File: src/rtl/tk_cal_pkg.sv
package tk_cal_pkg;

    localparam int FIELD_W    = 8;
    localparam int NUM_FIELDS = 7;
    localparam int SEL_W      = $clog2(NUM_FIELDS + 1);

    typedef enum logic [SEL_W-1:0] {
        F_SEC   = 3'd0,
        F_MIN   = 3'd1,
        F_HOUR  = 3'd2,
        F_WDAY  = 3'd3,
        F_DATE  = 3'd4,
        F_MONTH = 3'd5,
        F_YEAR  = 3'd6,
        F_NONE  = 3'd7
    } field_e;

    typedef struct packed {
        logic [FIELD_W-1:0] year;
        logic [FIELD_W-1:0] month;
        logic [FIELD_W-1:0] date;
        logic [FIELD_W-1:0] wday;
        logic [FIELD_W-1:0] hours;
        logic [FIELD_W-1:0] mins;
        logic [FIELD_W-1:0] secs;
    } cal_t;

    // Two-digit packed BCD increment (no range wrap).
    function automatic logic [FIELD_W-1:0] bcd_inc(input logic [FIELD_W-1:0] v);
        if (v[3:0] >= 4'd9)
            return {v[7:4] + 4'd1, 4'd0};
        else
            return {v[7:4], v[3:0] + 4'd1};
    endfunction

    function automatic logic [FIELD_W-1:0] field_mask(input int idx);
        case (idx)
            0, 1, 2: return 8'h7F;
            3:       return 8'h07;
            4:       return 8'h3F;
            5:       return 8'h1F;
            default: return 8'hFF;
        endcase
    endfunction

    function automatic logic [FIELD_W-1:0] field_lo(input int idx);
        case (idx)
            3, 4, 5: return 8'h01;
            default: return 8'h00;
        endcase
    endfunction

    function automatic logic [FIELD_W-1:0] field_hi(input int idx);
        case (idx)
            0, 1:    return 8'h59;
            2:       return 8'h23;
            3:       return 8'h07;
            4:       return 8'h31;
            5:       return 8'h12;
            default: return 8'h99;
        endcase
    endfunction

    // BCD year divisible by four: even tens need units 0/4/8, odd tens need 2/6.
    function automatic logic leap_year(input logic [FIELD_W-1:0] y);
        if (y[4])
            return (y[3:0] == 4'd2) || (y[3:0] == 4'd6);
        else
            return (y[3:0] == 4'd0) || (y[3:0] == 4'd4) || (y[3:0] == 4'd8);
    endfunction

endpackage

File: src/rtl/tk_month_len.sv
module tk_month_len
    import tk_cal_pkg::*;
(
    input  logic [FIELD_W-1:0] month,
    input  logic [FIELD_W-1:0] year,
    output logic [FIELD_W-1:0] last_date
);
    always_comb begin
        case (month)
            8'h02:                      last_date = leap_year(year) ? 8'h29 : 8'h28;
            8'h04, 8'h06, 8'h09, 8'h11: last_date = 8'h30;
            default:                    last_date = 8'h31;
        endcase
    end
endmodule

File: src/rtl/tk_bcd_field.sv
module tk_bcd_field
    import tk_cal_pkg::*;
#(
    parameter logic [FIELD_W-1:0] MASK = 8'hFF,
    parameter logic [FIELD_W-1:0] LO   = 8'h00,
    parameter logic [FIELD_W-1:0] RSTV = 8'h00
) (
    input  logic               clk,
    input  logic               rst,
    input  logic               step,
    input  logic               ld,
    input  logic [FIELD_W-1:0] ld_val,
    input  logic [FIELD_W-1:0] top,
    output logic [FIELD_W-1:0] q,
    output logic               wrap
);
    logic [FIELD_W-1:0] q_next;

    always_comb begin
        wrap = step && (q >= top);
        if (ld)
            q_next = ld_val & MASK;
        else if (wrap)
            q_next = LO;
        else if (step)
            q_next = bcd_inc(q) & MASK;
        else
            q_next = q;
    end

    always_ff @(posedge clk) begin
        if (rst) q <= RSTV;
        else     q <= q_next;
    end

    assert_hold_R9: assert property (@(posedge clk) disable iff (rst)
        (!step && !ld) |=> $stable(q));

    assert_unused_zero_R10: assert property (@(posedge clk) disable iff (rst)
        ld |=> ((q & ~MASK) == '0));

    assert_wrap_low_R2: assert property (@(posedge clk) disable iff (rst)
        (wrap && !ld) |=> (q == LO));
endmodule

File: src/rtl/tk_hour_field.sv
module tk_hour_field
    import tk_cal_pkg::*;
#(
    parameter logic [FIELD_W-1:0] RSTV = 8'h00
) (
    input  logic               clk,
    input  logic               rst,
    input  logic               step,
    input  logic               ld,
    input  logic [FIELD_W-1:0] ld_val,
    output logic [FIELD_W-1:0] q,
    output logic               day_carry
);
    localparam logic [FIELD_W-1:0] MASK = field_mask(int'(F_HOUR));

    logic               fmt12;
    logic               pm;
    logic [FIELD_W-1:0] inc12;
    logic [FIELD_W-1:0] inc24;
    logic [FIELD_W-1:0] adv_val;
    logic [FIELD_W-1:0] q_next;

    always_comb begin
        fmt12 = q[6];
        pm    = q[5];
        inc12 = bcd_inc({3'b000, q[4:0]});
        inc24 = bcd_inc({2'b00, q[5:0]});

        if (fmt12) begin
            day_carry = step && pm && (q[4:0] == 5'h11);
            if (q[4:0] >= 5'h12)
                adv_val = {2'b01, pm, 5'h01};
            else if (q[4:0] == 5'h11)
                adv_val = {2'b01, ~pm, 5'h12};
            else
                adv_val = {2'b01, pm, inc12[4:0]};
        end else begin
            day_carry = step && (q[5:0] >= 6'h23);
            if (q[5:0] >= 6'h23)
                adv_val = 8'h00;
            else
                adv_val = {2'b00, inc24[5:0]};
        end

        if (ld)        q_next = ld_val & MASK;
        else if (step) q_next = adv_val;
        else           q_next = q;
    end

    always_ff @(posedge clk) begin
        if (rst) q <= RSTV;
        else     q <= q_next;
    end

    assert_meridian_R4: assert property (@(posedge clk) disable iff (rst)
        (step && !ld && q[6] && q[4:0] == 5'h11) |=> (q[4:0] == 5'h12) && (q[5] != $past(q[5])));

    assert_twelve_to_one_R4: assert property (@(posedge clk) disable iff (rst)
        (step && !ld && q[6] && q[4:0] == 5'h12) |=> (q[4:0] == 5'h01) && $stable(q[6:5]));

    assert_midnight_R3: assert property (@(posedge clk) disable iff (rst)
        (step && !ld && !q[6] && q[5:0] == 6'h23) |=> (q == 8'h00));
endmodule

File: src/rtl/tk_calendar.sv
module tk_calendar
    import tk_cal_pkg::*;
#(
    parameter logic [7:0] BOOT_YEAR  = 8'h00,
    parameter logic [7:0] BOOT_MONTH = 8'h01,
    parameter logic [7:0] BOOT_DATE  = 8'h01,
    parameter logic [7:0] BOOT_WDAY  = 8'h01
) (
    input  logic       clk,
    input  logic       rst,
    input  logic       tick_en,
    input  logic       osc_stop,
    input  logic       wr_en,
    input  logic [2:0] wr_sel,
    input  logic [7:0] wr_data,
    output logic [7:0] secs_q,
    output logic [7:0] mins_q,
    output logic [7:0] hours_q,
    output logic [7:0] wday_q,
    output logic [7:0] date_q,
    output logic [7:0] month_q,
    output logic [7:0] year_q,
    output logic       sec_pulse
);
    logic               run;
    logic [FIELD_W-1:0] q    [NUM_FIELDS];
    logic               wrap [NUM_FIELDS];
    logic               adv  [NUM_FIELDS];
    logic               ld   [NUM_FIELDS];
    logic [FIELD_W-1:0] last_date;
    cal_t               now;

    assign run = tick_en && !osc_stop;

    // Carry chain: sec -> min -> hour -> {weekday, date}; date -> month -> year.
    assign adv[F_SEC]   = run;
    assign adv[F_MIN]   = wrap[F_SEC];
    assign adv[F_HOUR]  = wrap[F_MIN];
    assign adv[F_WDAY]  = wrap[F_HOUR];
    assign adv[F_DATE]  = wrap[F_HOUR];
    assign adv[F_MONTH] = wrap[F_DATE];
    assign adv[F_YEAR]  = wrap[F_MONTH];

    tk_month_len i_month_len (
        .month     (q[F_MONTH]),
        .year      (q[F_YEAR]),
        .last_date (last_date)
    );

    function automatic logic [FIELD_W-1:0] boot_val(input int idx);
        case (idx)
            3:       return BOOT_WDAY;
            4:       return BOOT_DATE;
            5:       return BOOT_MONTH;
            6:       return BOOT_YEAR;
            default: return 8'h00;
        endcase
    endfunction

    for (genvar i = 0; i < NUM_FIELDS; i++) begin : g_field
        assign ld[i] = wr_en && (wr_sel == 3'(i));
        if (i == int'(F_HOUR)) begin : g_hour
            tk_hour_field #(.RSTV(boot_val(i))) i_hour (
                .clk       (clk),
                .rst       (rst),
                .step      (adv[i]),
                .ld        (ld[i]),
                .ld_val    (wr_data),
                .q         (q[i]),
                .day_carry (wrap[i])
            );
        end else begin : g_plain
            tk_bcd_field #(
                .MASK (field_mask(i)),
                .LO   (field_lo(i)),
                .RSTV (boot_val(i))
            ) i_fld (
                .clk    (clk),
                .rst    (rst),
                .step   (adv[i]),
                .ld     (ld[i]),
                .ld_val (wr_data),
                .top    ((i == int'(F_DATE)) ? last_date : field_hi(i)),
                .q      (q[i]),
                .wrap   (wrap[i])
            );
        end
    end

    always_ff @(posedge clk) begin
        if (rst) sec_pulse <= 1'b0;
        else     sec_pulse <= run;
    end

    always_comb begin
        now.secs  = q[F_SEC];
        now.mins  = q[F_MIN];
        now.hours = q[F_HOUR];
        now.wday  = q[F_WDAY];
        now.date  = q[F_DATE];
        now.month = q[F_MONTH];
        now.year  = q[F_YEAR];
    end

    assign secs_q  = now.secs;
    assign mins_q  = now.mins;
    assign hours_q = now.hours;
    assign wday_q  = now.wday;
    assign date_q  = now.date;
    assign month_q = now.month;
    assign year_q  = now.year;

    assert_pulse_source_R12: assert property (@(posedge clk) disable iff (rst)
        sec_pulse |-> $past(tick_en && !osc_stop));

    assert_frozen_R9: assert property (@(posedge clk) disable iff (rst)
        (osc_stop && !wr_en) |=> $stable(now));

    assert_leap_feb_R7: assert property (@(posedge clk) disable iff (rst)
        (adv[F_DATE] && !wr_en && now.month == 8'h02 && now.date == 8'h28 && leap_year(now.year))
        |=> (now.date == 8'h29));

    assert_year_wrap_R8: assert property (@(posedge clk) disable iff (rst)
        (adv[F_YEAR] && !wr_en && now.year == 8'h99) |=> (now.year == 8'h00));

    assert_write_wins_R11: assert property (@(posedge clk) disable iff (rst)
        (run && wr_en && wr_sel == 3'(F_SEC)) |=> (now.secs == ($past(wr_data) & 8'h7F)));
endmodule

File: config.mk
export PLATFORM = sky130hd
export DESIGN_NAME = tk_calendar
export DESIGN_NICKNAME = d
export VERILOG_FILES = /design/src/rtl/tk_cal_pkg.sv /design/src/rtl/tk_month_len.sv /design/src/rtl/tk_bcd_field.sv /design/src/rtl/tk_hour_field.sv /design/src/rtl/tk_calendar.sv
export SDC_FILE = /design/constraint.sdc
export NUM_CORES = 1
export LEC_CHECK = 0
export ABC_AREA = 1
export BUFFER_PORTS_ARGS = -buffer_cell sky130_fd_sc_hd__buf_2
export CAP_MARGIN = 10
export CORE_MARGIN = 2
export CORE_UTILIZATION = 59
export DETAILED_ROUTE_END_ITERATION = 7
export HOLD_SLACK_MARGIN = 0.08
export PLACE_DENSITY = 0.85
export SLEW_MARGIN = 25
export SYNTH_ARGS = -nofsm -noshare
export SYNTH_HDL_FRONTEND = slang
export SYNTH_HIERARCHICAL = 1
export SYNTH_SLANG_ARGS = --single-unit
File: constraint.sdc
create_clock -name clk -period 4.26 [get_ports clk]
set_input_delay 0.852 -clock clk [delete_from_list [all_inputs] [get_ports clk]]
set_output_delay 0.852 -clock clk [all_outputs]
set_load 0.05 [all_outputs]
==> run metrics <==
Final Skew=0.0105 ns; fmax=298 MHz; Slew headroom=0.470; syn_area_per_cell=6.29 µm²; fraction of layout cells with a size suffix above 1=0.159; fin. max-slew vios=0; measured slew at the worst slew-check pin=0.793 ns; total gr overflow=0; Mapped Cells=757; DIE AREA=0.00881 mm²; post-CTS resize count=0; global-route wire length before repair=18400 µm; clk_lat worst skew=0.30 ns; number of max-cap violations=0; RSZ-0062 raised after global routing=false; io pins=73; initial drt markers=210; Final Critical Period=3.35 ns; Ant. Diodes=0; DRC=0; Worst EP arrival=3.56 ns; DR vias=4797; htree depth=2; Hold/Removal Path Class=flop to flop; clk sink count=44; Core Region=0.00777 mm²; Ys Warns=6; Syn-to-layout area delta=12.0%; Pwr per Cell Area=189 mW/mm²; crit-path leading delay family=simple AND/OR/NAND/NOR gates; WHS Path Cells=4; WL per Instance=11.5 µm; root buf cell=clkbuf_8; Max clock buf depth=2; CP Capture Type=flop; Die Width=93.8 µm; final setup vio count=0; outcome=complete, no violations; most used cell, CP=inv_1; input/output buffers=59; slowest CP cell=dfxtp_1; final hold vios=0; Final Cycle Share=0.787; # nets final=930; Max FO, Critical Path=8; CTS tree=yes; WP depth=27; Syn Std Cell Area=0.00476 mm²; Clk pin slew, worst setup/hold paths=0.09 ns; drt first pass iters=6; Placed Area=0.00522 mm²; vias per inst=5.02; crit path launch type=flop; num rows=32; Leak=3.20 nW; Crit Path Class=flop to flop; die span in y=93.8 µm; Routed Wire Length=11000 µm; initial antenna violation count=0; R2R cell count=27; Critical Path RT=4.46 ns; hpwl dp=8590 µm; Final Cell Area=0.00533 mm²; Max IR drop VDD=0.000158 V; DRT antenna net count=0; CP peak stage delay=0.45 ns; Initial Util=0.613; All-Layer GR Usage=0.253; Post-CTS Hold Buffers=0; GPL Wtd Cong=0.926; number of setup buffers added after CTS=0; vias in the first global route=4433; post-layout util=0.686; CP bufs+invs=9; CTS Buf Count=5; TNS Setup=0 ns; pin count of the biggest net entering global routing=36
-- power by group --
part / leakage [nW] / switching (W) / internal, W
clock: 0.0552 / 0.000152 / 0.000174
combinational: 2.79 / 0.000175 / 0.0000668
sequential: 0.356 / 0.0000171 / 0.000421
total: 3.20 / 0.000344 / 0.000662
-- sequential cells by signal, summed over array words and instances, names as in the netlist --
register,cells
sec_pulse,1
g_field.g_hour.i_hour/q,7
g_field.g_plain.i_fld/q,36
-- routing by layer --
layer | track usage | vias up | part of all wire
met1 | 0.300 | 2192 | 0.43
met3 | 0.0281 | 15 | 0.050
li1 | - | 2472 | -
met2 | 0.479 | 118 | 0.50
met5 | 0 | - | 0
met4 | 0.0640 | 0 | 0.013
-- cell type report --
type,instances,area (µm²)
multi-input cells,593,3350
clock buffers,6,72.6
well taps,102,128
fillers,702,2440
repair buffers,60,303
inverters,149,559
clock inverters,2,35.0
flip-flops and latches,44,881
-- stage by stage --
step,setup WS (ns),instances,hold WS (ns),total power (W)
after CTS,0.936,956,0.566,0.00101
after global routing,0.490,956,0.589,0.00105
after global placement,0.978,948,0.536,0.000677
after floorplan,0.733,808,0.752,0.000641
final,0.907,956,0.568,0.00101
after detailed placement,0.839,948,0.539,0.000685
-- worst min-delay path, cell delays in order (launching register included) --
cell,delay [ns]
dfxtp_1,0.34
inv_1,0.06
nand2_1,0.05
nand2_1,0.05
nor2_1,0.03
-- cell usage in the layout, fill, tap and decap left out, types with 11 or more instances in the layout --
cell	n
inv_1	135
nand2_2	16
buf_2	59
dfxtp_1	44
a22oi_1	25
nand2_1	178
ha_1	61
a21oi_1	41
conb_1	61
nor2_1	99
nand3_1	25
nor2_2	11
inv_2	14
nand4_1	12
-- path summary, 6_finish.rpt --
check | from | end | slack, ns
max | g_field[0].g_plain.i_fld/q[0]$_SDFFE_PP0P_ | g_field[6].g_plain.i_fld/q[7]$_SDFFE_PP0P_ | 0.91
min | g_field[1].g_plain.i_fld/q[5]$_SDFFE_PP0P_ | g_field[1].g_plain.i_fld/q[5]$_SDFFE_PP0P_ | 0.57
max reg2reg | g_field[0].g_plain.i_fld/q[0]$_SDFFE_PP0P_ | g_field[6].g_plain.i_fld/q[7]$_SDFFE_PP0P_ | 0.91
min reg2reg | g_field[1].g_plain.i_fld/q[5]$_SDFFE_PP0P_ | g_field[1].g_plain.i_fld/q[5]$_SDFFE_PP0P_ | 0.57
Note: power is estimated with default switching activity, not from simulation.
